### src/rtl/pwm_pair_pkg.sv
package pwm_pair_pkg;

    localparam int BYTE_W = 8;
    localparam int ADDR_W = 4;
    localparam int N_CH   = 2;

    typedef enum logic [ADDR_W-1:0] {
        RA_ENABLE = 4'd0,
        RA_POL    = 4'd1,
        RA_ALIGN  = 4'd2,
        RA_JOIN   = 4'd3,
        RA_GUARD  = 4'd4,
        RA_PER0   = 4'd5,
        RA_PER1   = 4'd6,
        RA_DTY0   = 4'd7,
        RA_DTY1   = 4'd8,
        RA_CNT0   = 4'd9,
        RA_CNT1   = 4'd10
    } reg_addr_e;

    localparam int GB_RESTART = 3;

    typedef struct packed {
        logic act_lvl;
        logic force_lvl;
        logic arm;
    } guard_cfg_t;

    function automatic logic pwm_level(input logic pol, input logic active);
        return pol ? active : !active;
    endfunction

endpackage

### src/rtl/pwm_pair_regs.sv
module pwm_pair_regs
    import pwm_pair_pkg::*;
#(
    parameter int CH_W = BYTE_W
) (
    input  logic              clk,
    input  logic              rst,
    input  logic              wr_en,
    input  logic [ADDR_W-1:0] wr_addr,
    input  logic [CH_W-1:0]   wr_data,
    output logic [N_CH-1:0]   en_q,
    output logic [N_CH-1:0]   pol_q,
    output logic [N_CH-1:0]   align_q,
    output logic              join_q,
    output guard_cfg_t        guard_q,
    output logic [CH_W-1:0]   per_q [N_CH],
    output logic [CH_W-1:0]   dty_q [N_CH],
    output logic [N_CH-1:0]   cnt_clr,
    output logic              restart_w
);

    always_ff @(posedge clk) begin
        if (rst) begin
            en_q    <= '0;
            pol_q   <= '0;
            align_q <= '0;
            join_q  <= 1'b0;
            guard_q <= '0;
            for (int i = 0; i < N_CH; i++) begin
                per_q[i] <= '0;
                dty_q[i] <= '0;
            end
        end else if (wr_en) begin
            case (wr_addr)
                RA_ENABLE: en_q  <= wr_data[N_CH-1:0];
                RA_POL:    pol_q <= wr_data[N_CH-1:0];
                RA_ALIGN: begin
                    for (int i = 0; i < N_CH; i++)
                        if (!en_q[i]) align_q[i] <= wr_data[i];
                end
                RA_JOIN:   if (en_q == '0) join_q <= wr_data[0];
                RA_GUARD:  guard_q <= guard_cfg_t'(wr_data[2:0]);
                RA_PER0:   per_q[0] <= wr_data;
                RA_PER1:   per_q[1] <= wr_data;
                RA_DTY0:   dty_q[0] <= wr_data;
                RA_DTY1:   dty_q[1] <= wr_data;
                default: ;
            endcase
        end
    end

    always_comb begin
        cnt_clr[0] = wr_en && (wr_addr == RA_CNT0);
        cnt_clr[1] = wr_en && (wr_addr == RA_CNT1);
        restart_w  = wr_en && (wr_addr == RA_GUARD) && wr_data[GB_RESTART];
    end

endmodule

### src/rtl/pwm_pair_core.sv
module pwm_pair_core
    import pwm_pair_pkg::*;
#(
    parameter int W = 2 * BYTE_W
) (
    input  logic         clk,
    input  logic         rst,
    input  logic         en,
    input  logic         tick,
    input  logic         center,
    input  logic         pol,
    input  logic         halt,
    input  logic         clr,
    input  logic [W-1:0] per_in,
    input  logic [W-1:0] dty_in,
    output logic         pin,
    output logic [W-1:0] cnt_o,
    output logic [W-1:0] per_o
);

    logic [W-1:0] cnt_q, per_q, dty_q;
    logic         down_q;
    logic         at_top;

    assign at_top = (per_q == '0) || (cnt_q >= per_q - 1'b1);

    always_ff @(posedge clk) begin
        if (rst) begin
            cnt_q  <= '0;
            per_q  <= '0;
            dty_q  <= '0;
            down_q <= 1'b0;
        end else if (!en || halt || clr) begin
            cnt_q  <= '0;
            down_q <= 1'b0;
            per_q  <= per_in;
            dty_q  <= dty_in;
        end else if (tick) begin
            if (!center) begin
                if (at_top) begin
                    cnt_q <= '0;
                    per_q <= per_in;
                    dty_q <= dty_in;
                end else begin
                    cnt_q <= cnt_q + 1'b1;
                end
            end else if (!down_q) begin
                if (at_top) down_q <= 1'b1;
                else        cnt_q  <= cnt_q + 1'b1;
            end else begin
                if (cnt_q == '0) begin
                    down_q <= 1'b0;
                    per_q  <= per_in;
                    dty_q  <= dty_in;
                end else begin
                    cnt_q <= cnt_q - 1'b1;
                end
            end
        end
    end

    assign pin   = en ? pwm_level(pol, cnt_q < dty_q) : 1'b0;
    assign cnt_o = cnt_q;
    assign per_o = per_q;

endmodule

### src/rtl/pwm_pair_guard.sv
module pwm_pair_guard
    import pwm_pair_pkg::*;
(
    input  logic       clk,
    input  logic       rst,
    input  guard_cfg_t cfg,
    input  logic       estop_in,
    input  logic       restart_w,
    output logic       halted,
    output logic       flag,
    output logic       pend
);

    logic hit;
    assign hit = cfg.arm && (estop_in == cfg.act_lvl);

    always_ff @(posedge clk) begin
        if (rst) begin
            halted <= 1'b0;
            flag   <= 1'b0;
            pend   <= 1'b0;
        end else if (hit) begin
            halted <= 1'b1;
            flag   <= 1'b1;
            if (halted && restart_w) pend <= 1'b1;
        end else if (halted && (pend || restart_w)) begin
            halted <= 1'b0;
            flag   <= 1'b0;
            pend   <= 1'b0;
        end
    end

endmodule

### src/rtl/pwm_pair.sv
module pwm_pair
    import pwm_pair_pkg::*;
#(
    parameter int CH_W = BYTE_W
) (
    input  logic              clk,
    input  logic              rst,
    input  logic              wr_en,
    input  logic [ADDR_W-1:0] wr_addr,
    input  logic [CH_W-1:0]   wr_data,
    input  logic [N_CH-1:0]   tick,
    input  logic              estop_in,
    output logic [N_CH-1:0]   pwm_out,
    output logic              irq_flag
);

    localparam int WIDE_W = 2 * CH_W;

    logic [N_CH-1:0]   en_q, pol_q, align_q, cnt_clr;
    logic              join_q, restart_w, halted, restart_pend;
    guard_cfg_t        guard_q;
    logic [CH_W-1:0]   per_q [N_CH];
    logic [CH_W-1:0]   dty_q [N_CH];

    logic [N_CH-1:0]   core_en, core_clr, core_pin;
    logic [WIDE_W-1:0] core_per [N_CH];
    logic [WIDE_W-1:0] core_dty [N_CH];
    logic [WIDE_W-1:0] core_cnt [N_CH];
    logic [WIDE_W-1:0] core_peract [N_CH];

    pwm_pair_regs #(.CH_W(CH_W)) u_regs (
        .clk, .rst, .wr_en, .wr_addr, .wr_data,
        .en_q, .pol_q, .align_q, .join_q, .guard_q,
        .per_q, .dty_q, .cnt_clr, .restart_w
    );

    pwm_pair_guard u_guard (
        .clk, .rst, .cfg(guard_q), .estop_in, .restart_w,
        .halted, .flag(irq_flag), .pend(restart_pend)
    );

    always_comb begin
        core_en[0]  = en_q[0] && !join_q;
        core_en[1]  = en_q[1];
        core_clr[0] = cnt_clr[0];
        core_clr[1] = cnt_clr[1] || (join_q && cnt_clr[0]);
        core_per[0] = {{CH_W{1'b0}}, per_q[0]};
        core_dty[0] = {{CH_W{1'b0}}, dty_q[0]};
        core_per[1] = join_q ? {per_q[0], per_q[1]} : {{CH_W{1'b0}}, per_q[1]};
        core_dty[1] = join_q ? {dty_q[0], dty_q[1]} : {{CH_W{1'b0}}, dty_q[1]};
    end

    for (genvar g = 0; g < N_CH; g++) begin : g_ch
        pwm_pair_core #(.W(WIDE_W)) u_core (
            .clk, .rst,
            .en(core_en[g]), .tick(tick[g]), .center(align_q[g]),
            .pol(pol_q[g]), .halt(halted), .clr(core_clr[g]),
            .per_in(core_per[g]), .dty_in(core_dty[g]),
            .pin(core_pin[g]), .cnt_o(core_cnt[g]), .per_o(core_peract[g])
        );
        assign pwm_out[g] = halted ? guard_q.force_lvl : core_pin[g];
    end

endmodule

### config.mk
export PLATFORM = sky130hd
export DESIGN_NAME = pwm_pair
export DESIGN_NICKNAME = d
export VERILOG_FILES = /design/src/rtl/pwm_pair_pkg.sv /design/src/rtl/pwm_pair_regs.sv /design/src/rtl/pwm_pair_core.sv /design/src/rtl/pwm_pair_guard.sv /design/src/rtl/pwm_pair.sv
export SDC_FILE = /design/constraint.sdc
export NUM_CORES = 1
export LEC_CHECK = 0
export ABC_AREA = 1
export BUFFER_PORTS_ARGS = -buffer_cell sky130_fd_sc_hd__buf_2
export CAP_MARGIN = 20
export CORE_ASPECT_RATIO = 0.8
export CORE_MARGIN = 8
export CORE_UTILIZATION = 30
export CTS_CLUSTER_DIAMETER = 40
export DETAILED_ROUTE_END_ITERATION = 7
export HOLD_SLACK_MARGIN = 0.05
export PLACE_DENSITY = 0.41
export SLEW_MARGIN = 20
export SYNTH_ARGS = -nofsm -noshare
export SYNTH_HDL_FRONTEND = slang
export SYNTH_SLANG_ARGS = --single-unit
### constraint.sdc
create_clock -name clk -period 4.1 [get_ports clk]
set_clock_uncertainty 0.1 [all_clocks]
set_input_delay 0.41 -clock clk [delete_from_list [all_inputs] [get_ports clk]]
set_output_delay 0.41 -clock clk [all_outputs]
set_load 0.01 [all_outputs]
==> flow_summary.toml <==
[outcome]
outcome = "complete, no violations"

[pwr]
vdd_drop_max_uv = 275.6
p_clk_share_pct = 48.6
combinationalPowerShare_pct = 11.3
seq_power_share_pct = 40.1
power_density_mw_per_mm2 = 311.9
p_leak_nw = 4.909
swShare_pct = 29.74
p_sw_w = 0.0009383
p_int_w = 0.002216
power_w = 0.003155

[yosys]
yosys_most_used_dff = "dfxtp_1"
synth_area_sq_mm = 0.009160
synth.ff_latch_count = 126
syn_area_per_cell_sq_um = 6.428
synth_fp_nets = 1507
synth-edff-count = 0
yosys.area.top_type = "dfxtp_1"
synth.distinct_cells = 50
netlist_top_cells_area = "dfxtp_1, nand2_1, nor2_1"
ys_seq_area_share_pct = 27.54
synth_top_area_share_pct = 27.54
synthArstFlopShare_pct = 0
yosys_warnings = 0
synthCells = 1425

[route]
vias = 8493
first_pass_iters = 5
ant_nets = 0
drt-initial-drc-count = 492
routedWlPerCell_um = 14.98
drc = 0
vias_per_cell = 4.591
wl_um = 27720

[final_layout]
finish.utilization_pct = 33.45
syn2layout_area_growth_pct = 10.44
diodes = 0
drive_above_1_share_pct = 9.812
fin_nets = 1506
fin_cells = 1850

[clock_network]
clk_latency_ns = 0.43
root_buffer = "clkbuf_16"
cts_tree = "built"
cts_buffers = 17
clock-sinks = 126
clock_path_buffers = 2
htreeDepth = 4
cts.repair.resized = 0
holdBufCountCts = 0
post_cts_buffers = 0
clk_pin_slew_ns = 0.06

[timing]
worst_pin_slew_ns = 0.8405
final-max-slew-violation-count = 0
hold_viol_final = 0
fin_crit_sh_pct = 88.07
tns_ns = 0
max_freq_ghz = 0.2770
rsz0062_at_grt = "no"
period_minus_slack_ns = 3.611
slew_headroom_pct = 43.89
setup_viol = 0

[die]
core_area_sq_mm = 0.03024
rows = 57
die_h_um = 172.3
dieArea_sq_mm = 0.03642
io_pins = 21
die_x_um = 211.4
initial_core_util_pct = 30.29

[global_routing]
grt_max_degree = 42
grt_pass1_vias = 8056
grt_pass1_wl_um = 45260
grtUsageTotal_pct = 15.84
grt-ovfl-total = 0
antenna_found_initial = 0

[critical_path]
crit_type = "reg2reg"
path_max_fanout = 32
end_kind = "flip-flop"
crit_arrival_ns = 3.88
required_ns = 4.37
startpoint_type = "flip-flop"
crit_chain = "inv_1, ha_1, inv_1, nor4_2, nand3_1, nor2_1, nand3_1, xor2_1, inv_1, ha_1, nand2_1, a21oi_1, nor2_1, nand2_1, nor2_2, nand3_4, nand2_2, nand2_4, inv_4, nor2_1, nor2_1"
slowest_stage = "nor4_2"
r2r_cells = 21
crit_top_cell = "nor2_1"
cpPeakStageDelay_ns = 0.39

[place]
port_buffers = 20
dp.cells = 1818
hpwl_um = 20780
gp_congestion = 0.8348

[job]
cap_violations = 0

[worst_hold_path]
holdPathStages = 2
hp-class = "in2reg"
power by group through the flow:
| stage | Sequential (W) | Combinational, W | Clock, W |
|---|---|---|---|
| 3_5_place_dp | 0.00129 | 0.000359 | 0 |
| 2_1_floorplan | 0.00128 | 0.000265 | 0 |
| 5_1_grt | 0.00127 | 0.000413 | 0.00163 |
| 6_report | 0.00126 | 0.000357 | 0.00153 |
| 4_1_cts | 0.00126 | 0.000362 | 0.00158 |
| 3_3_place_gp | 0.00129 | 0.000358 | 0 |
routing by layer:
metal	wire length, um	GRT usage [%]	vias up
met5	0	0	-
met4	239	3.499	0
met3	877	2.681	16
met2	10630	21.77	141
met1	15970	24.84	3777
li1	-	-	4559
flip-flops by register name, indices dropped and copies added, names as in the netlist:
signal / cells
g_ch.u_core.cnt_o: 32
g_ch.u_core.dty_q: 24
g_ch.u_core.per_o: 24
u_regs.guard_q: 3
u_regs.dty_q: 16
u_guard.halted: 1
u_regs.per_q: 16
u_guard.pend: 1
u_regs.join_q: 1
u_regs.en_q: 2
u_regs.pol_q: 2
u_regs.align_q: 2
g_ch.u_core.down_q: 2
critical path: cells and delay by family, from the launching register on:
family,cells,cell delay [ns]
compound gates,1,0.05
xor+xnor,1,0.13
fa+ha+maj,2,0.47
buf+inv,4,0.59
flops,1,0.31
simple gates,13,1.86
cell type report:
cell class,count,area (sq um)
fill,3434,20120
multi-input combinational,1067,5635
sequential,126,2522
inverter,181,681.9
tap,413,516.7
clock buffer,17,425.4
timing repair buffer,31,182.7
clock inverter,15,151.4
kinds of logic after synthesis:
group / synth area share, %
buffers and inverters: 10.94
AO/OA/AOI/OAI: 11.80
flip-flops: 27.54
XOR/XNOR: 4.494
adder cells (fa/ha/maj): 8.742
AND/OR/NAND/NOR: 36.48
synthesized netlist by cell type, types with 2 or more instances:
| cell type | number |
|---|---|
| a21o_1 | 2 |
| a21oi_1 | 62 |
| a21oi_2 | 14 |
| a31oi_1 | 3 |
| buf_1 | 3 |
| buf_2 | 9 |
| buf_4 | 5 |
| buf_6 | 11 |
| clkbuf_1 | 22 |
| dfxtp_1 | 126 |
| ha_1 | 64 |
| inv_1 | 172 |
| inv_2 | 7 |
| nand2_1 | 331 |
| nand2_2 | 6 |
| nand2_4 | 2 |
| nand3_1 | 81 |
| nand3_2 | 3 |
| nand3_4 | 2 |
| nand3b_1 | 7 |
| nand4_1 | 34 |
| nor2_1 | 232 |
| nor2_2 | 27 |
| nor2_4 | 5 |
| nor3_1 | 16 |
| nor3_2 | 2 |
| o21ai_0 | 102 |
| o21ai_1 | 6 |
| o21bai_1 | 2 |
| or2_1 | 2 |
| xnor2_1 | 4 |
| xor2_1 | 43 |
path summary, 6_finish.rpt:
kind                             endpoint  slack [ns]                    start
setup / recovery  g_ch[1].u_core.dty_q[6]        0.49  g_ch[1].u_core.per_o[0]
hold reg to reg         u_regs.guard_q[2]        0.36        u_regs.guard_q[2]
hold / removal             u_guard.halted        0.15                      rst
setup reg to reg  g_ch[1].u_core.dty_q[6]        0.49  g_ch[1].u_core.per_o[0]
cell usage in the layout, fill, tap and decap left out, types with 2 or more instances in the layout:
master | netlist | layout
nand2_1 | 331 | 331
nor2_1 | 232 | 232
inv_1 | 172 | 172
dfxtp_1 | 126 | 126
o21ai_0 | 102 | 102
nand3_1 | 81 | 81
ha_1 | 64 | 64
a21oi_1 | 62 | 62
xor2_1 | 43 | 43
nand4_1 | 34 | 34
nor2_2 | 27 | 27
buf_2 | 9 | 20
clkbuf_16 | 0 | 17
nor3_1 | 16 | 16
a21oi_2 | 14 | 14
buf_4 | 5 | 11
inv_2 | 7 | 8
nand3b_1 | 7 | 7
nand2_2 | 6 | 6
o21ai_1 | 6 | 6
nor2_4 | 5 | 5
inv_6 | 0 | 5
xnor2_1 | 4 | 4
clkinvlp_4 | 0 | 4
nand3_2 | 3 | 3
a31oi_1 | 3 | 3
inv_8 | 0 | 3
or2_1 | 2 | 2
a21o_1 | 2 | 2
nand2_4 | 2 | 2
nor3_2 | 2 | 2
o21bai_1 | 2 | 2
nand3_4 | 2 | 2
per-stage QoR:
stage	worst slack (ns)	area [sq um]	hold slack, ns
2_1_floorplan	1.047	9160	0.3363
3_3_place_gp	0.5836	9539	0.3464
3_5_place_dp	0.4721	9539	0.3560
4_1_cts	0.4602	10120	0.1307
5_1_grt	0.1112	10120	0.1500
6_report	0.4893	10120	0.1488
Power figures use the tool's default switching activity.
